<file path="config.mk">
export PLATFORM = sky130hd
export DESIGN_NAME = match_timer
export DESIGN_NICKNAME = d
export VERILOG_FILES = /design/src/rtl/mt_pkg.sv /design/src/rtl/mt_prescaler.sv /design/src/rtl/mt_counter.sv /design/src/rtl/mt_regs.sv /design/src/rtl/match_timer.sv
export SDC_FILE = /design/constraint.sdc
export NUM_CORES = 1
export LEC_CHECK = 0
export ABC_AREA = 1
export CELL_PAD_IN_SITES_DETAIL_PLACEMENT = 1
export CELL_PAD_IN_SITES_GLOBAL_PLACEMENT = 1
export CORE_MARGIN = 8
export CORE_UTILIZATION = 44
export CTS_CLUSTER_DIAMETER = 120
export CTS_CLUSTER_SIZE = 40
export DETAILED_ROUTE_END_ITERATION = 8
export PLACE_DENSITY = 0.95
export SYNTH_ARGS = -nofsm -noshare
export SYNTH_HDL_FRONTEND = slang
export SYNTH_HIERARCHICAL = 1
export SYNTH_SLANG_ARGS = --single-unit
export TNS_END_PERCENT = 1
</file>
<file path="constraint.sdc">
create_clock -name clk -period 5.1 [get_ports clk]
set_input_delay 1.02 -clock clk [delete_from_list [all_inputs] [get_ports clk]]
set_output_delay 1.02 -clock clk [all_outputs]
set_load 0.01 [all_outputs]
</file>
<file path="src/rtl/mt_pkg.sv">
// Package: register offsets and the match-action field layout shared by the
// timer's pieces. Assumes a byte-addressed map with word-aligned registers.
package mt_pkg;
    localparam int BUS_W = 32;

    localparam int unsigned OFS_FLAG  = 32'h000;
    localparam int unsigned OFS_CTRL  = 32'h004;
    localparam int unsigned OFS_COUNT = 32'h008;
    localparam int unsigned OFS_PSC   = 32'h00C;
    localparam int unsigned OFS_ACT   = 32'h014;
    localparam int unsigned OFS_CMP   = 32'h018;
    localparam int unsigned OFS_MODE  = 32'h070;

    // Match-action bits: bit 2 halt, bit 1 zero the counter, bit 0 flag.
    typedef struct packed {
        logic halt;
        logic zero_cnt;
        logic raise_flag;
    } match_act_t;
endpackage

</file>
<file path="src/rtl/mt_prescaler.sv">
// Module: prescale divider. It counts clocks while run is high. When the count
// equals limit it emits a one-cycle tick and restarts from zero. hold forces
// the count to zero and suppresses the tick. Assumes limit is stable while
// running; a limit lowered below the current count waits for a wrap.
module mt_prescaler #(
    parameter int PSC_W = 32
) (
    input  logic             clk,
    input  logic             rst_n,
    input  logic             run,
    input  logic             hold,
    input  logic [PSC_W-1:0] limit,
    output logic             tick
);
    logic [PSC_W-1:0] div_q;

    // Tick when running, not held and the divider has reached its limit.
    always_comb tick = run && !hold && (div_q == limit);

    // Advance or restart the divider.
    always_ff @(posedge clk) begin
        if (!rst_n || hold) begin
            div_q <= '0;
        end else if (run) begin
            div_q <= tick ? '0 : div_q + 1'b1;
        end
    end
endmodule

</file>
<file path="src/rtl/mt_counter.sv">
// Module: main up-counter with compare. On each tick the counter looks at its
// next value. If that value equals cmp_val, match_evt pulses for this cycle,
// and the counter takes zero instead when zero_on_match is set. hold keeps the
// counter at zero. Assumes tick never arrives while hold is high.
module mt_counter #(
    parameter int CNT_W = 32
) (
    input  logic             clk,
    input  logic             rst_n,
    input  logic             tick,
    input  logic             hold,
    input  logic             zero_on_match,
    input  logic [CNT_W-1:0] cmp_val,
    output logic [CNT_W-1:0] count,
    output logic             match_evt
);
    logic [CNT_W-1:0] step_val;

    // Next value and compare against it.
    always_comb begin
        step_val  = count + 1'b1;
        match_evt = tick && (step_val == cmp_val);
    end

    // Update the counter on ticks; held or reset forces zero.
    always_ff @(posedge clk) begin
        if (!rst_n || hold) begin
            count <= '0;
        end else if (tick) begin
            count <= (match_evt && zero_on_match) ? '0 : step_val;
        end
    end
endmodule

</file>
<file path="src/rtl/mt_regs.sv">
// Module: register file and bus decode. It holds the control, prescale,
// match-action and compare registers and the sticky match flag, and it muxes
// read data. Assumes one write per cycle and word-aligned offsets; any other
// address is unmapped. The counter value is only read here, never written.
module mt_regs
    import mt_pkg::*;
#(
    parameter int ADDR_W = 12,
    parameter int CNT_W  = 32,
    parameter int PSC_W  = 32
) (
    input  logic              clk,
    input  logic              rst_n,
    input  logic [ADDR_W-1:0] bus_addr,
    input  logic              bus_we,
    input  logic [BUS_W-1:0]  bus_wdata,
    output logic [BUS_W-1:0]  bus_rdata,
    input  logic [CNT_W-1:0]  count,
    input  logic              match_evt,
    output logic              run_en,
    output logic              hold_zero,
    output logic [PSC_W-1:0]  psc_val,
    output match_act_t        act,
    output logic [CNT_W-1:0]  cmp_val,
    output logic              flag
);
    localparam logic [ADDR_W-1:0] A_FLAG  = ADDR_W'(OFS_FLAG);
    localparam logic [ADDR_W-1:0] A_CTRL  = ADDR_W'(OFS_CTRL);
    localparam logic [ADDR_W-1:0] A_COUNT = ADDR_W'(OFS_COUNT);
    localparam logic [ADDR_W-1:0] A_PSC   = ADDR_W'(OFS_PSC);
    localparam logic [ADDR_W-1:0] A_ACT   = ADDR_W'(OFS_ACT);
    localparam logic [ADDR_W-1:0] A_CMP   = ADDR_W'(OFS_CMP);
    localparam logic [ADDR_W-1:0] A_MODE  = ADDR_W'(OFS_MODE);

    logic             wr_flag, wr_ctrl, wr_psc, wr_act, wr_cmp;
    logic [BUS_W-1:0] count_ext, psc_ext, cmp_ext;

    // Write strobes per register.
    always_comb begin
        wr_flag = bus_we && (bus_addr == A_FLAG);
        wr_ctrl = bus_we && (bus_addr == A_CTRL);
        wr_psc  = bus_we && (bus_addr == A_PSC);
        wr_act  = bus_we && (bus_addr == A_ACT);
        wr_cmp  = bus_we && (bus_addr == A_CMP);
    end

    // Zero-extend the narrower fields to the bus width.
    generate
        if (CNT_W < BUS_W) begin : g_cnt_narrow
            assign count_ext = {{(BUS_W-CNT_W){1'b0}}, count};
            assign cmp_ext   = {{(BUS_W-CNT_W){1'b0}}, cmp_val};
        end else begin : g_cnt_full
            assign count_ext = count;
            assign cmp_ext   = cmp_val;
        end
        if (PSC_W < BUS_W) begin : g_psc_narrow
            assign psc_ext = {{(BUS_W-PSC_W){1'b0}}, psc_val};
        end else begin : g_psc_full
            assign psc_ext = psc_val;
        end
    endgenerate

    // Control register; a halting match overrides a same-cycle write.
    always_ff @(posedge clk) begin
        if (!rst_n) begin
            run_en    <= 1'b0;
            hold_zero <= 1'b0;
        end else begin
            if (wr_ctrl) begin
                run_en    <= bus_wdata[0];
                hold_zero <= bus_wdata[1];
            end
            if (match_evt && act.halt) begin
                run_en <= 1'b0;
            end
        end
    end

    // Configuration registers: prescale, match actions, compare value.
    always_ff @(posedge clk) begin
        if (!rst_n) begin
            psc_val <= '0;
            act     <= '0;
            cmp_val <= '0;
        end else begin
            if (wr_psc) psc_val <= bus_wdata[PSC_W-1:0];
            if (wr_act) act     <= match_act_t'(bus_wdata[2:0]);
            if (wr_cmp) cmp_val <= bus_wdata[CNT_W-1:0];
        end
    end

    // Sticky flag: a new match takes priority over a write-one clear.
    always_ff @(posedge clk) begin
        if (!rst_n) begin
            flag <= 1'b0;
        end else if (match_evt && act.raise_flag) begin
            flag <= 1'b1;
        end else if (wr_flag && bus_wdata[0]) begin
            flag <= 1'b0;
        end
    end

    // Read mux; the mode register and unmapped offsets return zero.
    always_comb begin
        bus_rdata = '0;
        case (bus_addr)
            A_FLAG:  bus_rdata = {{(BUS_W-1){1'b0}}, flag};
            A_CTRL:  bus_rdata = {{(BUS_W-2){1'b0}}, hold_zero, run_en};
            A_COUNT: bus_rdata = count_ext;
            A_PSC:   bus_rdata = psc_ext;
            A_ACT:   bus_rdata = {{(BUS_W-3){1'b0}}, act};
            A_CMP:   bus_rdata = cmp_ext;
            A_MODE:  bus_rdata = '0;
            default: bus_rdata = '0;
        endcase
    end
endmodule

</file>
<file path="src/rtl/match_timer.sv">
// Module: top of the prescaled match timer. It joins the register file, the
// prescale divider and the main counter, and drives the level interrupt from
// the sticky flag. Assumes a single clock domain and a synchronous active-low
// reset.
module match_timer
    import mt_pkg::*;
#(
    parameter int ADDR_W = 12,
    parameter int CNT_W  = 32,
    parameter int PSC_W  = 32
) (
    input  logic              clk,
    input  logic              rst_n,
    input  logic [ADDR_W-1:0] bus_addr,
    input  logic              bus_we,
    input  logic [31:0]       bus_wdata,
    output logic [31:0]       bus_rdata,
    output logic              irq
);
    logic             run_en, hold_zero, tick, match_evt, flag;
    logic [PSC_W-1:0] psc_val;
    logic [CNT_W-1:0] cmp_val, count;
    match_act_t       act;
    logic [2:0]       act_bits;

    mt_regs #(.ADDR_W(ADDR_W), .CNT_W(CNT_W), .PSC_W(PSC_W)) u_regs (
        .clk       (clk),
        .rst_n     (rst_n),
        .bus_addr  (bus_addr),
        .bus_we    (bus_we),
        .bus_wdata (bus_wdata),
        .bus_rdata (bus_rdata),
        .count     (count),
        .match_evt (match_evt),
        .run_en    (run_en),
        .hold_zero (hold_zero),
        .psc_val   (psc_val),
        .act       (act),
        .cmp_val   (cmp_val),
        .flag      (flag)
    );

    mt_prescaler #(.PSC_W(PSC_W)) u_psc (
        .clk   (clk),
        .rst_n (rst_n),
        .run   (run_en),
        .hold  (hold_zero),
        .limit (psc_val),
        .tick  (tick)
    );

    mt_counter #(.CNT_W(CNT_W)) u_cnt (
        .clk           (clk),
        .rst_n         (rst_n),
        .tick          (tick),
        .hold          (hold_zero),
        .zero_on_match (act.zero_cnt),
        .cmp_val       (cmp_val),
        .count         (count),
        .match_evt     (match_evt)
    );

    // Interrupt is the OR of the (single) flag; action bits exposed for checks.
    always_comb begin
        irq      = flag;
        act_bits = act;
    end
endmodule

</file>
==> impl_metrics.yaml <==
status:
  status: "finished, final reports clean"
timing:
  fmax_mhz: 216.4
  fin_crit_sh: 0.9063
  finalCriticalPeriod_ps: 4622
  drv_slew: 0
  tns_ps: 0
  final.setup_skew_ps: 12.22
  timing_worst_slew_pin_value_ps: 747.7
  rsz0062_at_grt: "false"
  whs_ps: 486.8
  hold_violations: 0
  max_slew_margin: 0.5015
  setup_viol: 0
setup_path:
  cp.required_ps: 4080
  critPathArrivalTime_ps: 3600
  worstSetupPathType: "primary input to output port"
  path_max_fanout: 29
  startpoint_type: "primary input"
  cp-end-kind: "output port"
finish:
  final_nets: 1730
  multi_input_area_sq_mm: 0.005463
  regArea_sq_mm: 0.002683
  drive_gt1_frac: 0.07084
  area.growth.synth_to_final_pct: 15.44
  fillers: 3016
  diodes: 0
  fin_util: 0.5149
logic_synthesis:
  synth_top_area_frac: 0.2870
  ys_ff_latch: 134
  synth-seq-area-share: 0.2870
  synth_area_leaders: "dfxtp_1 29%, nand2_1 24%, nor2_1 12%"
  syn_area_sq_mm: 0.009346
  synth_area_per_cell_sq_um: 5.748
  yosysTopAreaCell: "dfxtp_1"
  synth_cell_types: 43
  ys_warn_count: 6
  synth_fp_nets: 1675
  synthCells: 1626
placed_design:
  gp_congestion: 0.9105
  dp_hpwl_um: 27130
  io_buffer_count: 79
global_route:
  grt_overflow: 0
  antenna_found_initial: 0
  grt_max_degree: 64
  grt_pass1_wl_um: 60090
  gr-usage-all-layers: 0.2895
  first_global_vias: 11430
clock_network:
  cts_tree: "built"
  clockRootBuffer: "clkbuf_16"
  cts_made_buffers: 17
  clock_latency_ps: 430
  cts_resized: 0
  clock-sinks: 134
  ctsHoldBuffers: 0
  h-tree-depth: 4
  clk_pin_slew_worst_paths_ps: 60
  clk_path_buf_depth: 2
  postCtsSetupRepairBufs: 0
routing:
  drc: 0
  ant_nets: 0
  vias: 10810
  drt-pass1-iter-count: 5
  routed_wl_um: 38060
  avgViaCountPerCell: 5.491
  wire_per_inst_um: 19.33
  drt_iter0_drc: 827
floorplanning:
  top_level_ports: 80
  num_rows: 53
  die_x_um: 161.7
  core_area_sq_mm: 0.02096
  initial_utilization: 0.4460
  die_h_um: 161.7
  die_area_sq_mm: 0.02616
power:
  power.leakage_nw: 4.728
  ir_drop_mv: 0.2668
  p_per_area_mw_per_mm2: 227.3
worst_hold_path:
  min_path_type: "register to register"
job:
  cap_violations: 0
[power by group]
part	internal, mW	total, mW	switching, mW
sequential	1.05	1.05	0.000196
clock	0.790	1.33	0.537
combinational	0.0348	0.0793	0.0446
total	1.87	2.45	0.581
[synth_stat cells]
master	n
a21oi_2	14
nand2_2	24
and2_1	2
nor3b_4	1
nor2_4	11
clkbuf_8	1
nor3_1	10
or2_2	1
o21bai_1	1
inv_2	11
o21ai_0	17
nand3b_1	8
o22ai_1	1
o21ai_2	1
nand3_4	2
nor3b_1	1
buf_6	14
buf_2	9
nor3_4	1
nor4_1	1
clkbuf_1	17
xor3_1	2
buf_4	3
nand2_1	601
nand3_2	3
or2_1	1
nand4_1	22
dlygate4sd3_1	3
o2111ai_1	2
a32o_1	1
inv_1	219
nor2_2	12
a211oi_1	3
clkbuf_2	1
dfxtp_1	134
ha_1	2
xnor2_1	6
nand3_1	109
nor2_1	291
and3_2	1
a21oi_1	36
xor2_1	25
nand4_4	1
[kinds of logic after synthesis]
group | count (synthesis) | synth area share
buffers and inverters | 278 | 0.1285
xor gates and xnor gates | 33 | 0.03414
and+or+nand+nor | 1103 | 0.4984
DFF | 134 | 0.2870
adders and majority gates | 2 | 0.002677
AOI/OAI and AO/OA | 76 | 0.04926
[per-stage QoR]
stage                     total power, mW  instances  setup slack, ps  area [sq um]
final                               2.453       1969            477.9         10790
after global placement              1.147       1937            763.4         10180
after detailed placement            1.147       1937            617.5         10180
after CTS                           2.466       1969            553.0         10790
after floorplan                     1.097       1626             2080          9346
after global routing                2.510       1969            439.0         10790
[cells in the final DEF, fill, tap and decap left out, types with 10 or more instances in the layout]
master           Yosys  layout
dfxtp_1            134     134
nand3_1            109     109
nand2_2             24      24
nor3_1              10      10
a21oi_1             36      36
inv_1              219     219
inv_2               11      11
nor2_1             291     291
nor2_2              12      12
o21ai_0             17      17
nand2_1            601     601
clkbuf_16            0      17
nor2_4              11      11
clkdlybuf4s50_1      0      78
nand4_1             22      22
a21oi_2             14      14
xor2_1              25      25
[final timing paths]
kind                                                  start                           end  slack [ps]  depth (start not counted)
worst min-delay path             u_regs/act[0]$_SDFFE_PN0P_      u_regs/flag$_SDFFE_PN0P_         490                          2
worst max-delay path                            bus_addr[9]                  bus_rdata[6]         480                          9
worst max register to register  u_psc/div_q[9]$_SDFFE_PP0P_  u_cnt/count[14]$_SDFFE_PP0P_        1290                         19
worst min register to register   u_regs/act[0]$_SDFFE_PN0P_      u_regs/flag$_SDFFE_PN0P_         490                          2
[sequential cells by signal (all words and copies together), names as in the netlist]
register / count
u_regs/psc_val: 32
u_cnt/count: 32
u_regs/cmp_val: 32
u_regs/act: 3
u_regs/run_en: 1
u_psc/div_q: 32
u_regs/flag: 1
u_regs/hold_zero: 1
[cell type report]
type / count / area share
clock buffers: 19 / 0.04105
clock inverters: 13 / 0.01577
inverters: 230 / 0.08002
multi-input cells: 1214 / 0.5063
flip-flops and latches: 134 / 0.2486
well taps: 275 / 0.03189
repair buffers: 84 / 0.07631
[metal layers]
layer,GRT usage,vias up,wire [um]
li1,-,5042,-
met1,0.3388,5251,15670
met2,0.5025,399,18700
met3,0.04252,119,2032
met4,0.1574,0,1650
met5,0,-,0
[critical path, stage by stage]
cell and delay [ps]:
clkdlybuf4s50_1 420, nor2_1 150, nand2_2 110, nor2_4 320, nand2_1 190, inv_2 480
nand2_1 200, nand3_1 140, clkdlybuf4s50_1 560
Note: power is estimated with default switching activity, not from simulation.
